[config.mk]
export PLATFORM = sky130hd
export DESIGN_NAME = gpio_pad_ctrl
export DESIGN_NICKNAME = d
export VERILOG_FILES = /design/src/rtl/gpio_pad_pkg.sv /design/src/rtl/gpio_pad_sync.sv /design/src/rtl/gpio_pad_bank.sv /design/src/rtl/gpio_irq_status.sv /design/src/rtl/gpio_pad_ctrl.sv
export SDC_FILE = /design/constraint.sdc
export NUM_CORES = 2
export LEC_CHECK = 0
export ABC_AREA = 1
export BUFFER_PORTS_ARGS = -buffer_cell sky130_fd_sc_hd__buf_2
export CELL_PAD_IN_SITES_DETAIL_PLACEMENT = 1
export CELL_PAD_IN_SITES_GLOBAL_PLACEMENT = 2
export CORE_AREA = 5 5 404 406
export DETAILED_ROUTE_END_ITERATION = 12
export DIE_AREA = 0 0 409 411
export PLACE_DENSITY = 0.87
export SLEW_MARGIN = 20
export SYNTH_ARGS = -nofsm -noshare
export SYNTH_HDL_FRONTEND = slang
export SYNTH_SLANG_ARGS = --single-unit
[constraint.sdc]
create_clock -name clk -period 3.9 [get_ports clk]
set_clock_uncertainty 0.1 [all_clocks]
set_input_delay 0.975 -clock clk [delete_from_list [all_inputs] [get_ports clk]]
set_output_delay 0.975 -clock clk [all_outputs]
set_load 0.1 [all_outputs]
[src/rtl/gpio_pad_pkg.sv]
package gpio_pad_pkg;

  localparam int unsigned WORD_W    = 32;
  localparam logic [31:0] STAT_BASE = 32'h0000_0800;
  localparam logic [31:0] TRIG_KEEP = 32'h0700_0007;
  localparam logic [2:0]  VAL_RESET = 3'b110;

  typedef enum logic [1:0] {
    SLOT_TRIG = 2'd0,
    SLOT_FREE = 2'd1,
    SLOT_VAL  = 2'd2,
    SLOT_DBG  = 2'd3
  } slot_e;

  // bit order matches config bits 26:24
  typedef struct packed {
    logic fall_sel;
    logic rise_sel;
    logic lvl_mode;
  } trig_t;

  function automatic logic trig_event(trig_t t, logic now_lvl, logic old_lvl);
    if (t.lvl_mode)
      return (t.rise_sel & now_lvl) | (t.fall_sel & ~now_lvl);
    return (t.rise_sel & now_lvl & ~old_lvl) | (t.fall_sel & ~now_lvl & old_lvl);
  endfunction

  // value word: [2] input enable (low), [1] output enable (low), [0] level
  function automatic logic val_readback(logic [2:0] v, logic sync_lvl);
    if (!v[1]) return v[0];
    if (!v[2]) return sync_lvl;
    return 1'b0;
  endfunction

  function automatic logic pad_hit(logic [31:0] a, int unsigned npads);
    return (a[1:0] == 2'b00) && (a < STAT_BASE) && ((a >> 4) < npads);
  endfunction

  function automatic logic stat_hit(logic [31:0] a, int unsigned nwords);
    return (a[1:0] == 2'b00) && (a >= STAT_BASE) && (((a - STAT_BASE) >> 2) < nwords);
  endfunction

endpackage

[src/rtl/gpio_pad_sync.sv]
module gpio_pad_sync #(
  parameter int unsigned NUM_PADS = 32,
  parameter int unsigned STAGES   = 2
) (
  input  logic                clk,
  input  logic                rst_n,
  input  logic [NUM_PADS-1:0] pad_in,
  output logic [NUM_PADS-1:0] sync_q,
  output logic [NUM_PADS-1:0] prev_q
);

  logic [NUM_PADS-1:0] chain_q [STAGES];

  generate
    for (genvar s = 0; s < STAGES; s++) begin : g_stage
      if (s == 0) begin : g_first
        always_ff @(posedge clk or negedge rst_n) begin
          if (!rst_n) chain_q[s] <= '0;
          else        chain_q[s] <= pad_in;
        end
      end else begin : g_next
        always_ff @(posedge clk or negedge rst_n) begin
          if (!rst_n) chain_q[s] <= '0;
          else        chain_q[s] <= chain_q[s-1];
        end
      end
    end
  endgenerate

  assign sync_q = chain_q[STAGES-1];

  always_ff @(posedge clk or negedge rst_n) begin
    if (!rst_n) prev_q <= '0;
    else        prev_q <= sync_q;
  end

endmodule

[src/rtl/gpio_pad_bank.sv]
module gpio_pad_bank
  import gpio_pad_pkg::*;
#(
  parameter int unsigned NUM_PADS = 32,
  parameter int unsigned PAD_W    = 5
) (
  input  logic                           clk,
  input  logic                           rst_n,
  input  logic                           wr_pad,
  input  logic [PAD_W-1:0]               pad_sel,
  input  slot_e                          slot,
  input  logic [WORD_W-1:0]              wdata,
  output logic [NUM_PADS-1:0][WORD_W-1:0] trig_word,
  output logic [NUM_PADS-1:0][WORD_W-1:0] free_word,
  output logic [NUM_PADS-1:0][2:0]        val_word
);

  generate
    for (genvar k = 0; k < NUM_PADS; k++) begin : g_pad
      logic sel_k;
      assign sel_k = wr_pad && (pad_sel == PAD_W'(k));

      always_ff @(posedge clk or negedge rst_n) begin
        if (!rst_n) begin
          trig_word[k] <= '0;
          free_word[k] <= '0;
          val_word[k]  <= VAL_RESET;
        end else if (sel_k) begin
          case (slot)
            SLOT_TRIG: trig_word[k] <= wdata & TRIG_KEEP;
            SLOT_FREE: free_word[k] <= wdata;
            SLOT_VAL:  val_word[k]  <= wdata[2:0];
            default:   ;
          endcase
        end
      end
    end
  endgenerate

endmodule

[src/rtl/gpio_irq_status.sv]
module gpio_irq_status
  import gpio_pad_pkg::*;
#(
  parameter int unsigned NUM_PADS = 32,
  parameter int unsigned WSEL_W   = 1
) (
  input  logic                clk,
  input  logic                rst_n,
  input  logic [NUM_PADS-1:0] pad_evt,
  input  logic                clr_wr,
  input  logic [WSEL_W-1:0]   word_sel,
  input  logic [WORD_W-1:0]   wdata,
  output logic [NUM_PADS-1:0] clr_vec,
  output logic [NUM_PADS-1:0] status_q,
  output logic                irq_q
);

  generate
    for (genvar k = 0; k < NUM_PADS; k++) begin : g_clr
      localparam int unsigned WIDX = k / 32;
      localparam int unsigned BIDX = k % 32;
      assign clr_vec[k] = clr_wr && (word_sel == WSEL_W'(WIDX)) && wdata[BIDX];
    end
  endgenerate

  // a new event outranks a clear in the same cycle
  always_ff @(posedge clk or negedge rst_n) begin
    if (!rst_n) begin
      status_q <= '0;
      irq_q    <= 1'b0;
    end else begin
      status_q <= (status_q & ~clr_vec) | pad_evt;
      irq_q    <= |status_q;
    end
  end

endmodule

[src/rtl/gpio_pad_ctrl.sv]
module gpio_pad_ctrl
  import gpio_pad_pkg::*;
#(
  parameter int unsigned NUM_PADS    = 32,
  parameter int unsigned ADDR_W      = 12,
  parameter int unsigned SYNC_STAGES = 2
) (
  input  logic                clk,
  input  logic                rst_n,
  input  logic                bus_wr,
  input  logic [ADDR_W-1:0]   bus_addr,
  input  logic [31:0]         bus_wdata,
  output logic [31:0]         bus_rdata,
  input  logic [NUM_PADS-1:0] pad_in,
  output logic [NUM_PADS-1:0] pad_out,
  output logic [NUM_PADS-1:0] pad_oe,
  output logic                irq_out
);

  localparam int unsigned NUM_WORDS = (NUM_PADS + 31) / 32;
  localparam int unsigned PAD_W     = (NUM_PADS > 1) ? $clog2(NUM_PADS) : 1;
  localparam int unsigned WSEL_W    = (NUM_WORDS > 1) ? $clog2(NUM_WORDS) : 1;

  logic [31:0]         addr_ext;
  logic                hit_pad, hit_stat;
  logic [PAD_W-1:0]    pad_idx;
  logic [WSEL_W-1:0]   word_idx;
  slot_e               slot;

  logic [NUM_PADS-1:0] sync_q, prev_q;
  logic [NUM_PADS-1:0] pad_evt, stat_clr, status_q;
  logic [NUM_PADS-1:0][WORD_W-1:0] trig_word, free_word;
  logic [NUM_PADS-1:0][2:0]        val_word;

  assign addr_ext = 32'(bus_addr);
  assign hit_pad  = pad_hit(addr_ext, NUM_PADS);
  assign hit_stat = stat_hit(addr_ext, NUM_WORDS);
  assign pad_idx  = addr_ext[4 +: PAD_W];
  assign word_idx = addr_ext[2 +: WSEL_W];
  assign slot     = slot_e'(addr_ext[3:2]);

  gpio_pad_sync #(
    .NUM_PADS (NUM_PADS),
    .STAGES   (SYNC_STAGES)
  ) u_sync (
    .clk    (clk),
    .rst_n  (rst_n),
    .pad_in (pad_in),
    .sync_q (sync_q),
    .prev_q (prev_q)
  );

  gpio_pad_bank #(
    .NUM_PADS (NUM_PADS),
    .PAD_W    (PAD_W)
  ) u_bank (
    .clk       (clk),
    .rst_n     (rst_n),
    .wr_pad    (bus_wr && hit_pad),
    .pad_sel   (pad_idx),
    .slot      (slot),
    .wdata     (bus_wdata),
    .trig_word (trig_word),
    .free_word (free_word),
    .val_word  (val_word)
  );

  generate
    for (genvar k = 0; k < NUM_PADS; k++) begin : g_pad
      assign pad_evt[k] = trig_event(trig_t'(trig_word[k][26:24]), sync_q[k], prev_q[k]);
      assign pad_out[k] = val_word[k][0];
      assign pad_oe[k]  = ~val_word[k][1];
    end
  endgenerate

  gpio_irq_status #(
    .NUM_PADS (NUM_PADS),
    .WSEL_W   (WSEL_W)
  ) u_stat (
    .clk      (clk),
    .rst_n    (rst_n),
    .pad_evt  (pad_evt),
    .clr_wr   (bus_wr && hit_stat),
    .word_sel (word_idx),
    .wdata    (bus_wdata),
    .clr_vec  (stat_clr),
    .status_q (status_q),
    .irq_q    (irq_out)
  );

  always_comb begin
    bus_rdata = '0;
    if (hit_pad) begin
      case (slot)
        SLOT_TRIG: bus_rdata = trig_word[pad_idx];
        SLOT_FREE: bus_rdata = free_word[pad_idx];
        SLOT_VAL:  bus_rdata = {29'd0, val_word[pad_idx][2:1],
                                val_readback(val_word[pad_idx], sync_q[pad_idx])};
        default:   bus_rdata = {31'd0, sync_q[pad_idx]};
      endcase
    end else if (hit_stat) begin
      for (int k = 0; k < int'(NUM_PADS); k++) begin
        if (WSEL_W'(k / 32) == word_idx) bus_rdata[k % 32] = status_q[k];
      end
    end
  end

endmodule

# ---- Word-level counts from Yosys, hierarchy flattened
# Cells that the tools add are included.
dict set report op_classes {
  addsub 1
  mux 150
  eq_ne 33
  n_reduce_logical 171
  n_bitwise 292
  n_lt_le_gt_ge 5
}
# cell n
set op_table {}
lappend op_table {{32-bit binary-select mux with 5-bit select} 2}
lappend op_table {{2-bit AND reduction} 96}
lappend op_table {{1-bit two-way mux} 140}
lappend op_table {{1-bit AND} 128}
lappend op_table {{32-bit two-way mux} 4}
lappend op_table {{1-bit NOT} 97}
lappend op_table {{32-bit case mux with 3 select lines} 1}
lappend op_table {{5-bit equality test, second input constant} 16}
lappend op_table {{1-bit logical AND} 71}
lappend op_table {{1-bit OR} 64}
lappend op_table {{5-bit by 4-bit equality test with 1-bit output, second input constant} 8}
lappend op_table {{32-bit AND} 1}
lappend op_table {{32-bit NOT} 1}
lappend op_table {{32-bit OR} 1}
lappend op_table {{32-bit OR reduction} 1}
lappend op_table {{30-bit by 1-bit less-than comparator with 1-bit output, second input constant} 1}
lappend op_table {{5-bit by 3-bit equality test with 1-bit output, second input constant} 4}
lappend op_table {{3-bit binary-select mux with 5-bit select} 1}
lappend op_table {{12-bit by 12-bit subtractor with 13-bit output, second input constant} 1}
lappend op_table {{12-bit greater-or-equal comparator, second input constant} 1}
lappend op_table {{12-bit less-than comparator, second input constant} 1}
lappend op_table {{5-bit by 2-bit equality test with 1-bit output, second input constant} 2}
lappend op_table {{8-bit by 6-bit less-than comparator with 1-bit output, second input constant} 1}
lappend op_table {{5-bit by 6-bit less-than comparator with 1-bit output, second input constant} 1}
lappend op_table {{other kinds (7)} 8}
dict set report totals {
  elab_cells 753
  output_inout_bits 97
  register_bits 1441
}

# ---- Depth between registers and ports, before layout
dict set report depth {
  word_depth 12
  ltp_mapped 18
  mapped_depth_nobuf 16
}

# ---- Cells and area by module
# A second synthesis with hierarchy kept.
dict set report hier_totals {
  hier_cells 11753
  hier_area_um2 86699.4
}
# mod seq_area_each_um2 area_each_um2 cells_per_inst n_inst
set modules_own_cells {}
lappend modules_own_cells {gpio_pad_bank 32911.6 60533.1 6891 1}
lappend modules_own_cells {gpio_pad_ctrl 0.0 21573.2 4539 1}
lappend modules_own_cells {gpio_pad_sync 2402.3 2642.5 128 1}
lappend modules_own_cells {gpio_irq_status 825.8 1950.6 195 1}

# ---- Worst setup path after synthesis
# OpenSTA, ideal clock, no wires.
dict set report synth_timing {
  path_kind {input port to output port}
  startpoint {input port bus_addr[5]}
  endpoint {output port bus_rdata[9]}
  required_ns 2.825
  stages 11
  n_path_buf 4
  setup_slack_ns -0.167
  arrival_time_ns 2.992
  path_cell_list {buf_4 nor2_1 buf_2 clkbuf_1 buf_1 a22oi_1 nand2_1 a21oi_1 nand2_1 nand3_1 nand2_1}
}
dict set report synth_via {
  elab_chain_len 5
  word_cells_on_any_way 16
}
# element line
set synth_rtl {}
lappend synth_rtl {{from (decl)} gpio_pad_ctrl.sv:11} ;# input logic [ADDR_W-1:0] bus_addr,
lappend synth_rtl {{12-bit by 12-bit subtractor with 13-bit output / 12-bit greater-or-equal comparator (equally long branches)} gpio_pad_pkg.sv:40} ;# return (a[1:0] == 2'b00) && (a >= STAT_BASE) && (((a - STAT_BASE) >> 2) < nwords);
lappend synth_rtl {{30-bit by 1-bit less-than comparator with 1-bit output / 1-bit logical AND (equally long branches)} gpio_pad_pkg.sv:40}
lappend synth_rtl {{1-bit logical AND} gpio_pad_pkg.sv:40}
lappend synth_rtl {{32-bit two-way mux} gpio_pad_ctrl.sv:101} ;# end else if (hit_stat) begin
lappend synth_rtl {{32-bit two-way mux *} gpio_pad_ctrl.sv:93} ;# if (hit_pad) begin
lappend synth_rtl {{to (decl)} gpio_pad_ctrl.sv:13} ;# output logic [31:0] bus_rdata,
# Every way passes the cells marked *; elsewhere a longest branch is shown, timed or not. The select of a mux whose other input is x is not followed.

# ---- Worst setup path in the final report
dict set report layout_timing {
  startpoint {input port bus_addr[4]}
  endpoint {output port bus_rdata[0]}
}
dict set report layout_via {
  elab_chain_len 10
  word_cells_on_any_way 31
}
# element line
set layout_rtl {}
lappend layout_rtl {{parallel branches: the longest is 9 deep, another holds 30-bit by 1-bit less-than comparator with 1-bit output} -}
lappend layout_rtl {{32-bit two-way mux *} gpio_pad_ctrl.sv:93}
# Every way passes the cells marked *. The select of a mux whose other input is x is not followed.

==> results.toml <==
[timing]
hold_viol = 0
slew_violations = 0
worst_slack_ns = -0.191
tightest_slew_ns = 1.07
setup_tns_ns = -3.11
clock.fmax_ghz = 0.244
setup_violations = 31
max-slew-margin-rel_pct = 28.8
period_share_pct = 105
layout_min_cycle_time_ns = 4.09
rsz0062_at_grt = "true"

[hold_path]
holdPathStages = 1
min_delay_worst_endpoint = "u_sync.chain_q[46]$_DFF_PN0_"
min-delay-start = "pad_in[14]"
hold_path.class = "input pin to flip-flop"

[routing]
wl_per_cell_um = 26.9
drcViolationCount = 0
ant_nets = 0
vias = 54200
dr.pass1.iters = 5
vias_per_cell = 5.87
wirelength_um = 248000
first_iter_violations = 5056

[power]
power_switching_mw = 7.88
swShare_pct = 24.2
powerDensity_nw_per_um2 = 434
power_mw = 32.5
leakage_nw = 33.0
clkPwrFrac_pct = 47.0
p_int_mw = 24.6
ir_drop_v = 0.000371
seqPwrFrac_pct = 46.6
pwr-share-comb_pct = 6.4

[critical_path]
rrSetupSlack_ns = 1.40
crit_arrival_ns = 3.02
endpoint_kind = "output port"
cp.required_ns = 2.82
path_max_fanout = 11
cp-start-kind = "input pin"
worstSetupPathType = "input pin to output port"
reg2reg_depth = 3
r2r-end = "u_stat.irq_q$_DFF_PN0_"
r2r_start = "u_stat.status_q[15]$_DFF_PN0_"

[yosys]
async_reset_ff_share_pct = 100
synth_commonest_cells = "nand2_1 (2162), dfrtp_1 (1377), o21ai_0 (903), a22oi_1 (508), o21ai_1 (495)"
synth.largest_area_cell = "dfrtp_1"
syn-cell-area_sq_um = 61600
yosysTopAreaCellShare_pct = 55.9
syn-num-nets = 6957
ys_types = 33
synth-edff-count = 0
post-synth-top-count-cell = "nand2_1"
syn_inst = 6878
ys_ff_latch = 1441
seq_area_frac_synth_pct = 58.7
synth_flop_cell = "dfrtp_1"
yosys_warnings = 0
avgSynthCellArea_sq_um = 8.96
synthTopCellsByArea = "dfrtp_1 (56%), nand2_1 (13%), o21ai_0 (7.3%), a22oi_1 (6.2%), o21ai_1 (4.0%)"

[outcome]
violations = "negative setup slack"
status = "finished, violations left"

[clock_tree]
cts_buffer_depth = 3
cts_tree = "done"
cts.sinks = 1441
cts.clk_slew.worst_paths_ns = 0.06
cts-htree-levels = 4
root_buffer = "clkbuf_16"
cts-buffers-inserted = 156
clock_latency_ns = 0.80

[floorplanning]
io_pins = 176
rows = 147
die_y_um = 411
core_area_sq_um = 159000
die_w_um = 409
die-area_sq_um = 168000
initial_core_util_pct = 38.6

[placement]
dp_slack_ns = -0.545
globalplace.congestion = 0.906
numPortBuffers = 175
hpwl_um = 149000

[global_routing]
use_met3_pct = 5.31
grtUsageTotal_pct = 29.1
first_global_vias = 56900
grt_max_degree = 135
grt_pass1_wl_um = 372000
use_met2_pct = 47.3
overflow = 0
use_met1_pct = 38.6
antenna_found_initial = 6
globalRoute.busiestLayer = "met2"

[cells_and_area]
nets = 7103
area_growth_pct = 21.6
final_layout_size_suffix_gt1_share_pct = 16.9

[job]
cap_viol_max_count = 0
==> power by group through the flow <==
stage                     sequential (mW)  combinational, mW  clock, mW
after CTS                            15.2               2.01       15.5
after detailed placement             15.4               1.84          0
after floorplan                      15.4              0.652          0
final                                15.2               2.08       15.3
after global routing                 15.2               2.19       16.2
after global placement               15.4               1.81          0
==> cell usage in the layout, fill, tap and decap left out, drive strengths merged, types with 64 or more instances in the layout <==
| master | instances |
|---|---|
| nand3 | 81 |
| a22oi | 508 |
| nand2 | 2188 |
| dfstp | 64 |
| a21oi | 169 |
| inv | 138 |
| dfrtp | 1377 |
| buf | 584 |
| clkbuf | 231 |
| nor2 | 172 |
| o21ai | 1398 |
==> worst max path at each step <==
| stage | start | to | cells past startpoint |
|---|---|---|---|
| after floorplan | bus_addr[5] | bus_rdata[9] | 11 |
| after global placement | bus_addr[5] | bus_rdata[24] | 13 |
| after detailed placement | bus_addr[5] | bus_rdata[24] | 13 |
| after CTS | bus_addr[4] | bus_rdata[0] | 21 |
| after global routing | bus_addr[4] | bus_rdata[0] | 15 |
| final | bus_addr[4] | bus_rdata[0] | 18 |
==> cell families after synthesis <==
| group | Yosys count | synth area share [%] |
|---|---|---|
| compound gates | 2175 | 20.1 |
| buf+inv | 736 | 5.07 |
| flops | 1441 | 58.7 |
| simple gates | 2526 | 16.2 |
==> registers in the layout, summed over array words and instances, names as in the netlist <==
name,flops
u_bank.trig_word,192
u_bank.val_word,96
u_sync.chain_q,32
u_sync.prev_q,32
u_sync.sync_q,32
u_stat.status_q,32
u_bank.free_word,1024
u_stat.irq_q,1
==> critical path, cell delays in order <==
cell     delay [ns]
buf_12         0.13
inv_8          0.06
nor2_4         0.03
buf_12         0.15
buf_4          0.18
buf_16         0.16
a22oi_2        0.13
nand2_1        0.08
nand2_1        0.08
nand3_2        0.09
nor2_2         0.12
nor2_1         0.05
buf_4          0.16
nor2_4         0.17
nand2_2        0.08
nand2_2        0.07
nand2_2        0.07
buf_12         0.17
==> final cells by class <==
class                   count  area, sq um
clock inverters            45          628
multi-input cells        4701        23800
repair buffers            591         6700
diodes                      1         2.50
clock buffers             229         4550
inverters                 133          537
fillers                 17700        84500
well taps                2086         2610
flip-flops and latches   1441        36100
==> routing by layer <==
metal / wire length, um / share of wire, % / vias to the layer above
met1: 104000 / 42 / 28100
met5: 25 / 0.010 / -
li1: - / - / 23600
met4: 10800 / 4.4 / 4
met3: 17400 / 7.0 / 531
met2: 116000 / 47 / 2009
==> repair_timing <==
item / in CTS / in global routing
pin swaps: 101 / 59
setup endpoints to repair: 32 / 32
cloned: 14 / 2
hold endpoints to repair: 19 / 0
buffers inserted: 22 / 9
hold buffers: 1 / 0
resized for setup: 255 / 103
==> stage by stage <==
step / hold slack [ns] / area [sq um] / cells / util, %
2_1_floorplan: 0.231 / 61700 / 6878 / -
3_3_place_gp: 0.232 / 67600 / 8907 / 42.4
3_5_place_dp: 0.236 / 67600 / 8907 / 42.4
4_1_cts: 0.122 / 74400 / 9217 / 46.7
5_1_grt: 0.150 / 74900 / 9226 / 47.0
6_report: 0.174 / 74900 / 9227 / 47.0
No activity file was read; power rests on OpenSTA's default activity.
